[config.mk]
export PLATFORM = sky130hd
export DESIGN_NAME = irq_vector_ctrl
export DESIGN_NICKNAME = d
export VERILOG_FILES = /design/src/rtl/irqv_pkg.sv /design/src/rtl/irqv_rst_sync.sv /design/src/rtl/irqv_flag_cell.sv /design/src/rtl/irqv_req_bank.sv /design/src/rtl/irqv_stk_ctl.sv /design/src/rtl/irqv_vec_hs.sv /design/src/rtl/irq_vector_ctrl.sv
export SDC_FILE = /design/constraint.sdc
export NUM_CORES = 1
export LEC_CHECK = 0
export ABC_AREA = 1
export BUFFER_PORTS_ARGS = -buffer_cell sky130_fd_sc_hd__buf_2
export CELL_PAD_IN_SITES_DETAIL_PLACEMENT = 1
export CELL_PAD_IN_SITES_GLOBAL_PLACEMENT = 1
export CORE_ASPECT_RATIO = 1.1
export CORE_UTILIZATION = 25
export CTS_CLUSTER_SIZE = 16
export DETAILED_ROUTE_END_ITERATION = 10
export GPL_ROUTABILITY_DRIVEN = 0
export PLACE_DENSITY = 0.84
export SETUP_SLACK_MARGIN = 0.4
export SLEW_MARGIN = 20
export SYNTH_ARGS = -nofsm -noshare
export SYNTH_HDL_FRONTEND = slang
export SYNTH_SLANG_ARGS = --single-unit
[constraint.sdc]
create_clock -name clk -period 1.4 [get_ports clk]
set_clock_uncertainty 0.1 [all_clocks]
set_input_delay 0.07 -clock clk [delete_from_list [all_inputs] [get_ports clk]]
set_output_delay 0.07 -clock clk [all_outputs]
set_load 0.005 [all_outputs]
[src/rtl/irqv_pkg.sv]
package irqv_pkg;
  localparam int NSRC      = 4;
  localparam int DW        = 8;
  localparam int SP_W      = 3;
  localparam int PC_W      = 12;
  localparam logic [DW-1:0] FLAG_ADDR = 8'hC8;
  localparam logic [DW-1:0] CTL_ADDR  = 8'hDF;
  localparam int VEC_ADDR  = 8;
  localparam int GIE_POS   = DW - 1;

  // bit position of each source inside the flag register
  function automatic int src_bit(input int s);
    case (s)
      0:       return 0;
      1:       return 1;
      2:       return 4;
      default: return 6;
    endcase
  endfunction

  function automatic logic [DW-1:0] flag_mask();
    logic [DW-1:0] m;
    m = '0;
    for (int s = 0; s < NSRC; s++) m[src_bit(s)] = 1'b1;
    return m;
  endfunction
endpackage

[src/rtl/irqv_rst_sync.sv]
module irqv_rst_sync #(
  parameter int STAGES = 2
) (
  input  logic clk,
  input  logic rst_n,
  output logic rst_sync_n
);
  logic [STAGES-1:0] sync_q;

  always_ff @(posedge clk or negedge rst_n) begin
    if (!rst_n) sync_q <= '0;
    else        sync_q <= {sync_q[STAGES-2:0], 1'b1};
  end

  assign rst_sync_n = sync_q[STAGES-1];
endmodule

[src/rtl/irqv_flag_cell.sv]
module irqv_flag_cell (
  input  logic clk,
  input  logic rst_n,
  input  logic set_i,
  input  logic wr_i,
  input  logic wdata_i,
  output logic q_o
);
  logic q_q, q_d, en;

  always_comb begin
    en  = set_i | wr_i;
    q_d = set_i ? 1'b1 : wdata_i;
  end

  always_ff @(posedge clk or negedge rst_n) begin
    if (!rst_n)  q_q <= 1'b0;
    else if (en) q_q <= q_d;
  end

  assign q_o = q_q;
endmodule

[src/rtl/irqv_req_bank.sv]
module irqv_req_bank
  import irqv_pkg::*;
#(
  parameter int N = NSRC,
  parameter int W = DW
) (
  input  logic         clk,
  input  logic         rst_n,
  input  logic [N-1:0] ev_i,
  input  logic         wr_i,
  input  logic [W-1:0] wdata_i,
  output logic [N-1:0] flags_o,
  output logic [W-1:0] view_o
);
  for (genvar s = 0; s < N; s++) begin : g_src
    localparam int POS = src_bit(s);
    irqv_flag_cell i_cell (
      .clk     (clk),
      .rst_n   (rst_n),
      .set_i   (ev_i[s]),
      .wr_i    (wr_i),
      .wdata_i (wdata_i[POS]),
      .q_o     (flags_o[s])
    );
  end

  always_comb begin
    view_o = '0;
    for (int s = 0; s < N; s++) view_o[src_bit(s)] = flags_o[s];
  end
endmodule

[src/rtl/irqv_stk_ctl.sv]
module irqv_stk_ctl #(
  parameter int SPW = 3
) (
  input  logic           clk,
  input  logic           rst_n,
  input  logic           sw_wr_i,
  input  logic           sw_gie_i,
  input  logic [SPW-1:0] sw_sp_i,
  input  logic           take_i,
  input  logic           reti_i,
  output logic           gie_o,
  output logic [SPW-1:0] sp_o
);
  logic           gie_q, gie_d;
  logic [SPW-1:0] sp_q, sp_d;
  logic           en;

  always_comb begin
    gie_d = gie_q;
    sp_d  = sp_q;
    en    = take_i | reti_i | sw_wr_i;
    if (take_i || reti_i) begin
      gie_d = reti_i & ~take_i;
      if (take_i && !reti_i)      sp_d = sp_q - SPW'(1);
      else if (reti_i && !take_i) sp_d = sp_q + SPW'(1);
    end else if (sw_wr_i) begin
      gie_d = sw_gie_i;
      sp_d  = sw_sp_i;
    end
  end

  always_ff @(posedge clk or negedge rst_n) begin
    if (!rst_n) begin
      gie_q <= 1'b0;
      sp_q  <= '1;
    end else if (en) begin
      gie_q <= gie_d;
      sp_q  <= sp_d;
    end
  end

  assign gie_o = gie_q;
  assign sp_o  = sp_q;
endmodule

[src/rtl/irqv_vec_hs.sv]
module irqv_vec_hs #(
  parameter int N   = 4,
  parameter int SPW = 3,
  parameter int PCW = 12,
  parameter int VEC = 8
) (
  input  logic           gie_i,
  input  logic [N-1:0]   flags_i,
  input  logic [SPW-1:0] sp_i,
  input  logic [PCW-1:0] ret_pc_i,
  input  logic           ack_i,
  output logic           req_o,
  output logic           take_o,
  output logic [PCW-1:0] vec_pc_o,
  output logic           push_we_o,
  output logic [SPW-1:0] push_addr_o,
  output logic [PCW-1:0] push_pc_o
);
  always_comb begin
    req_o       = gie_i & (|flags_i);
    take_o      = req_o & ack_i;
    vec_pc_o    = PCW'(VEC);
    push_we_o   = take_o;
    push_addr_o = sp_i;
    push_pc_o   = ret_pc_i;
  end
endmodule

[src/rtl/irq_vector_ctrl.sv]
module irq_vector_ctrl
  import irqv_pkg::*;
#(
  parameter int            N_SRC    = NSRC,
  parameter int            DATA_W   = DW,
  parameter int            SPTR_W   = SP_W,
  parameter int            PCADDR_W = PC_W,
  parameter logic [7:0]    A_FLAGS  = FLAG_ADDR,
  parameter logic [7:0]    A_CTRL   = CTL_ADDR,
  parameter int            VECTOR   = VEC_ADDR
) (
  input  logic                clk,
  input  logic                rst_n,
  input  logic [N_SRC-1:0]    ev_i,
  input  logic [7:0]          reg_addr_i,
  input  logic                reg_wr_i,
  input  logic [DATA_W-1:0]   reg_wdata_i,
  output logic [DATA_W-1:0]   reg_rdata_o,
  input  logic [PCADDR_W-1:0] ret_pc_i,
  output logic                vec_req_o,
  input  logic                vec_ack_i,
  output logic [PCADDR_W-1:0] vec_pc_o,
  output logic                push_we_o,
  output logic [SPTR_W-1:0]   push_addr_o,
  output logic [PCADDR_W-1:0] push_pc_o,
  input  logic                reti_i
);
  localparam int ENB = DATA_W - 1;

  logic                rst_sync_n;
  logic [N_SRC-1:0]    flags;
  logic [DATA_W-1:0]   flag_view;
  logic                gie;
  logic [SPTR_W-1:0]   sp;
  logic                take;
  logic                wr_flags, wr_ctrl;

  assign wr_flags = reg_wr_i && (reg_addr_i == A_FLAGS);
  assign wr_ctrl  = reg_wr_i && (reg_addr_i == A_CTRL);

  irqv_rst_sync #(.STAGES(2)) i_rst (
    .clk        (clk),
    .rst_n      (rst_n),
    .rst_sync_n (rst_sync_n)
  );

  irqv_req_bank #(.N(N_SRC), .W(DATA_W)) i_bank (
    .clk     (clk),
    .rst_n   (rst_sync_n),
    .ev_i    (ev_i),
    .wr_i    (wr_flags),
    .wdata_i (reg_wdata_i),
    .flags_o (flags),
    .view_o  (flag_view)
  );

  irqv_stk_ctl #(.SPW(SPTR_W)) i_stk (
    .clk      (clk),
    .rst_n    (rst_sync_n),
    .sw_wr_i  (wr_ctrl),
    .sw_gie_i (reg_wdata_i[ENB]),
    .sw_sp_i  (reg_wdata_i[SPTR_W-1:0]),
    .take_i   (take),
    .reti_i   (reti_i),
    .gie_o    (gie),
    .sp_o     (sp)
  );

  irqv_vec_hs #(.N(N_SRC), .SPW(SPTR_W), .PCW(PCADDR_W), .VEC(VECTOR)) i_hs (
    .gie_i       (gie),
    .flags_i     (flags),
    .sp_i        (sp),
    .ret_pc_i    (ret_pc_i),
    .ack_i       (vec_ack_i),
    .req_o       (vec_req_o),
    .take_o      (take),
    .vec_pc_o    (vec_pc_o),
    .push_we_o   (push_we_o),
    .push_addr_o (push_addr_o),
    .push_pc_o   (push_pc_o)
  );

  always_comb begin
    reg_rdata_o = '0;
    if (reg_addr_i == A_FLAGS) begin
      reg_rdata_o = flag_view;
    end else if (reg_addr_i == A_CTRL) begin
      reg_rdata_o[ENB]          = gie;
      reg_rdata_o[SPTR_W-1:0]   = sp;
    end
  end
endmodule

# After elaboration in Yosys (flattened, before gate mapping)
# Index checks and enable logic that the tools add are counted.
totals:
  reg_bits: 10
  wordCells: 48
op_classes:
  n_bitwise: 10
  n_reduce_logical: 11
  add_sub_neg: 2
  muxes: 15
  n_eq_ne: 3
ops:
  columns: ["op", "n"]
  rows:
  - ["$mux 3", 6]
  - ["$eq 8x8->1 const B", 2]
  - ["$mux 1", 8]
  - ["$or 1x1->1", 6]
  - ["$logic_and 1x1->1", 4]
  - ["$mux 4", 1]
  - ["$reduce_or 4->1", 1]
  - ["$add 3x1->3 const B", 1]
  - ["$and 1x1->1", 3]
  - ["$ne 3x3->1 const B", 1]
  - ["$reduce_and 3->1", 1]
  - ["$sub 3x1->3 const B", 1]
  - ["$logic_not 1->1", 2]
  - ["$reduce_and 2->1", 1]
  - ["$reduce_bool 2->1", 1]
  - ["$logic_or 1x1->1", 1]
  - ["$not 1->1", 1]

# Longest topological paths before layout
logic_depth:
  word_depth: 8
  mapped_depth: 10

# Modules after synthesis
# From an unflattened synthesis, not the netlist that was laid out.
hier_totals:
  hier_cells: 155
  area_unflattened_um2: 1091.0
modules_own_cells:
  columns: ["mod", "area_each_um2", "instances", "cells_per_inst"]
  rows:
  - ["irqv_stk_ctl", 305.3, 1, 41]
  - ["irqv_vec_hs", 244.0, 1, 37]
  - ["irq_vector_ctrl", 214.0, 1, 41]
  - ["irqv_flag_cell", 52.6, 4, 6]
  - ["irqv_req_bank", 63.8, 1, 9]
  - ["irqv_rst_sync", 53.8, 1, 3]

# Worst setup path before layout
# No wires, ideal clock.
synth_path:
  path_type: "flip-flop to flip-flop"
  start: "register i_stk.sp_q[0], in the netlist i_stk.sp_o[0]"
  end: "register i_stk.sp_q[2], in the netlist i_stk.sp_o[2]"
  path_slack_ns: -0.318
  setup_time_ns: 0.075
  t_required_ns: 1.225
  n_path_buf: 0
  stages_incl_launch_ff: 9
  arrival_ns: 1.543
  cell_sequence: "dfstp_2 -> inv_1 -> fa_1 -> xor2_1 -> or2_1 -> nand2_1 -> nand2_1 -> nand2_1 -> nand2_1"
synth_between:
  elab_chain_cells: 4
  elab_cells_between_ends: 5
  classes_between: "add/sub (2); mux (3)"
synth_rtl:
  columns: ["item", "line", "rtl"]
  rows:
  - ["start: declaration", "irqv_stk_ctl.sv:15", "logic [SPW-1:0] sp_q, sp_d;"]
  - ["start signal: assignment", "irqv_stk_ctl.sv:38", "sp_q <= sp_d;"]
  - ["$add 3x1->3", "irqv_stk_ctl.sv:25", "else if (reti_i && !take_i) sp_d = sp_q + SPW'(1);"]
  - ["$mux 3", "irqv_stk_ctl.sv:25", null]
  - ["$mux 3 (*)", "irqv_stk_ctl.sv:24", "if (take_i && !reti_i) sp_d = sp_q - SPW'(1);"]
  - ["$mux 3 (*)", "irqv_stk_ctl.sv:22", "if (take_i || reti_i) begin"]
# Mark *: on every way between the ends. The rest lies on a longest branch, timed or not. The select of a mux whose other input is x is not followed.
# A chain may end at the register's enable or synchronous reset.

# Worst setup path after layout
# Same ends and word-level chain as after synthesis.

==> flow_summary.ini <==
[setup_path]
worst_path_max_delay_cell = dfstp_2
start_kind = flop
worstPathMaxFanout = 2
crit_path_end_kind = flop
crit_top_cell = nand2_1
crit_family = flip-flops
crit_buf_inv = 1
reg2reg_slack_ns = -0.38
arrival_ns = 1.89
crit_cells = 8
worst-setup-path-type = reg2reg
worst_ep_required_time_ns = 1.51
crit_chain = inv_2, fa_2, xor2_1, or2_1, nand2_1, nand2_1, nand2_1, nand2_1
critPathMaxStageDelay_ns = 0.56
rr_worst_depth = 8

[timing]
rsz0062_at_grt = yes
setup_viol = 7
finalHoldViolCount = 1
drv_slew = 0
post-route-period-util_pct = 127.5
fin_crit_ns = 1.785
layout_setup_ws_ns = -0.3848
whs_ns = -0.002591
finalSetupTns_ns = -0.8319
fmax_mhz = 560.3

[synth]
yosysTopAreaCellShare_pct = 22.35
synth_top_area_cell = buf_4
synthTopCellsByArea = buf_4 (22%), dfrtp_1 (20%), nand2_1 (11%), dfstp_2 (9.0%), inv_1 (5.2%)
synth_seq_cells = 10
synth_edf_count = 0
seq_area_frac_synth_pct = 29.08
synth.most_common_cell = buf_4
syn_inst = 118
async_reset_ff_share_pct = 100.0
netlist_top_cells_count = buf_4 (26), nand2_1 (25), inv_1 (12)
synth_cell_types = 24
ys_warn_count = 0
synth_ff_type = dfrtp_1
syn-cell-area_um2 = 873.3
synth.avg_cell_area_um2 = 7.401

[pwr]
p_leak_nw = 0.7363
combinationalPowerShare_pct = 52.5
p_seq_share_pct = 28.7
p_int_uw = 927.2
p_per_area_nw_per_um2 = 998.1
switching_power_uw = 492.8
ir_drop_v = 0.0004409
clkPwrFrac_pct = 18.8
switching_share_pct = 34.70

[global_routing]
grtUsageTotal_pct = 13.80
antenna_found_initial = 0
gr-total-overflow = 0
grt_max_degree = 9
grt_pass1_wl_um = 3864
grt_pass1_vias = 954

[drt]
wirelength_um = 2737
via_count = 942
antenna_left = 0
drc = 0
wl_per_cell_um = 11.90
drtIter0Drc = 22
dr.pass1.iters = 2
post_drt_via_cell_ratio = 4.096

[min_path]
hold_path_depth = 5
holdCritPathClass = in2reg

[cells_and_area]
multi_input_area_um2 = 462.9
fill_cells = 416
ff_latch_area_um2 = 254.0
layout-drive-gt1-share_pct = 55.49
nNetsFinal = 221
antenna_cells = 0
area_delta_synth_final_pct = 62.89
final_area_um2 = 1423

[cts]
root_buffer = clkbuf_4
cts_tree = done
clock_sinks = 10
numCtsBuffers = 3
clk_pin_slew_ns = 0.07
cts.path.max_buffers = 2
clk_latency_ns = 0.27
h-tree-depth = 1

[placement]
io_buffers = 33
dp_hpwl_um = 1818
placed_cell_area_um2 = 1060

[status]
violations = hold timing, setup timing
status = finished, violations left

[die]
die_width_um = 58.36
initial_core_util_pct = 26.22
rows = 22
core-area_um2 = 3331
die_h_um = 63.99
boundaryPins = 74
die-area_um2 = 3734

[run]
maxCapViolCount = 0
cells by family after synthesis:
| group | after synthesis | share of synthesized area, % |
|---|---|---|
| AOI/OAI and AO/OA | 12 | 7.163 |
| xor gates and xnor gates | 1 | 1.003 |
| adders and majority gates | 1 | 2.292 |
| buffers and inverters | 41 | 28.80 |
| DFF | 10 | 29.08 |
| other | 2 | 0.8599 |
| and+or+nand+nor | 51 | 30.80 |
through the flow:
| step | hold slack [ns] | std cells | power [mW] | setup slack [ns] | util (%) |
|---|---|---|---|---|---|
| floorplan | -0.3256 | 131 | 0.6884 | -0.2564 | - |
| global placement | -0.2441 | 199 | 0.8345 | -0.2590 | 31.82 |
| detailed placement | -0.2415 | 199 | 0.8612 | -0.3102 | 31.82 |
| CTS | 0.01259 | 219 | 1.270 | -0.3158 | 38.62 |
| global route | 0.02968 | 230 | 1.505 | -0.4800 | 42.71 |
| finish | -0.002591 | 230 | 1.420 | -0.3848 | 42.71 |
sequential cells by signal, indices dropped and copies added (netlist names):
name / cells
i_rst.sync_q: 2
i_bank.g_src.i_cell.q_o: 4
i_stk.gie_o: 1
i_stk.sp_o: 3
path summary, 6_finish.rpt:
check,to,from
max in group asynchronous,i_stk.sp_o[2]$_DFFE_PN1P_,i_rst.sync_q[1]$_DFF_PN0_
setup reg to reg,i_stk.sp_o[2]$_DFFE_PN1P_,i_stk.sp_o[0]$_DFFE_PN1P_
setup / recovery,i_stk.sp_o[2]$_DFFE_PN1P_,i_stk.sp_o[0]$_DFFE_PN1P_
hold / removal,i_stk.sp_o[2]$_DFFE_PN1P_,reg_wdata_i[2]
hold reg to reg,i_bank.g_src[0].i_cell.q_o$_DFFE_PN0P_,i_rst.sync_q[1]$_DFF_PN0_
min in group asynchronous,i_rst.sync_q[1]$_DFF_PN0_,rst_n
worst reg2reg max path, stage by stage, from the launching register on:
cell and delay [ns]:
dfstp_2 0.56, inv_2 0.06, fa_2 0.38, xor2_1 0.17, or2_1 0.22, nand2_1 0.08, nand2_1 0.05, nand2_1 0.05
nand2_1 0.04
final cells by class:
type	count	share of cell area (%)
Clock buffer	4	2.551
Inverter	15	4.310
Timing Repair Buffer	73	38.52
Sequential cell	10	17.85
Tap cell	48	4.222
Multi-Input combinational cell	80	32.54
power groups by stage:
stage / clock network (mW) / registers [mW] / logic, mW
after global routing: 0.281 / 0.411 / 0.813
after CTS: 0.262 / 0.401 / 0.607
after floorplan: 0 / 0.410 / 0.278
final: 0.268 / 0.407 / 0.745
after detailed placement: 0 / 0.408 / 0.453
after global placement: 0 / 0.403 / 0.431
cells in the final DEF, fill, tap and decap left out, drive strengths merged:
master       count
buf             63
nand4            1
o211ai           1
or2              1
o21ai            6
nor2            11
dlygate4sd3     10
nand2           30
conb            15
xor2             1
clkbuf           4
nand3b           1
inv             15
fa               1
dfrtp            7
a21oi            5
nand3            7
dfstp            3
repair_timing:
action | in CTS | in global routing
endpoints found under the setup margin | 15 | 17
pin swaps | 5 | 8
hold buffers | 10 | 0
gates resized for setup | 18 | 15
cloned | 0 | 0
buffers inserted | 6 | 11
endpoints found under the hold margin | 7 | 0
routing by layer:
metal	vias to the layer above	global-route usage [%]	part of all wire [%]
li1	451	-	-
met1	443	12.47	33
met2	39	27.59	59
met3	9	3.239	5.2
met4	0	6.548	2.8
met5	-	0	0
No activity file was read; power rests on OpenSTA's default activity.
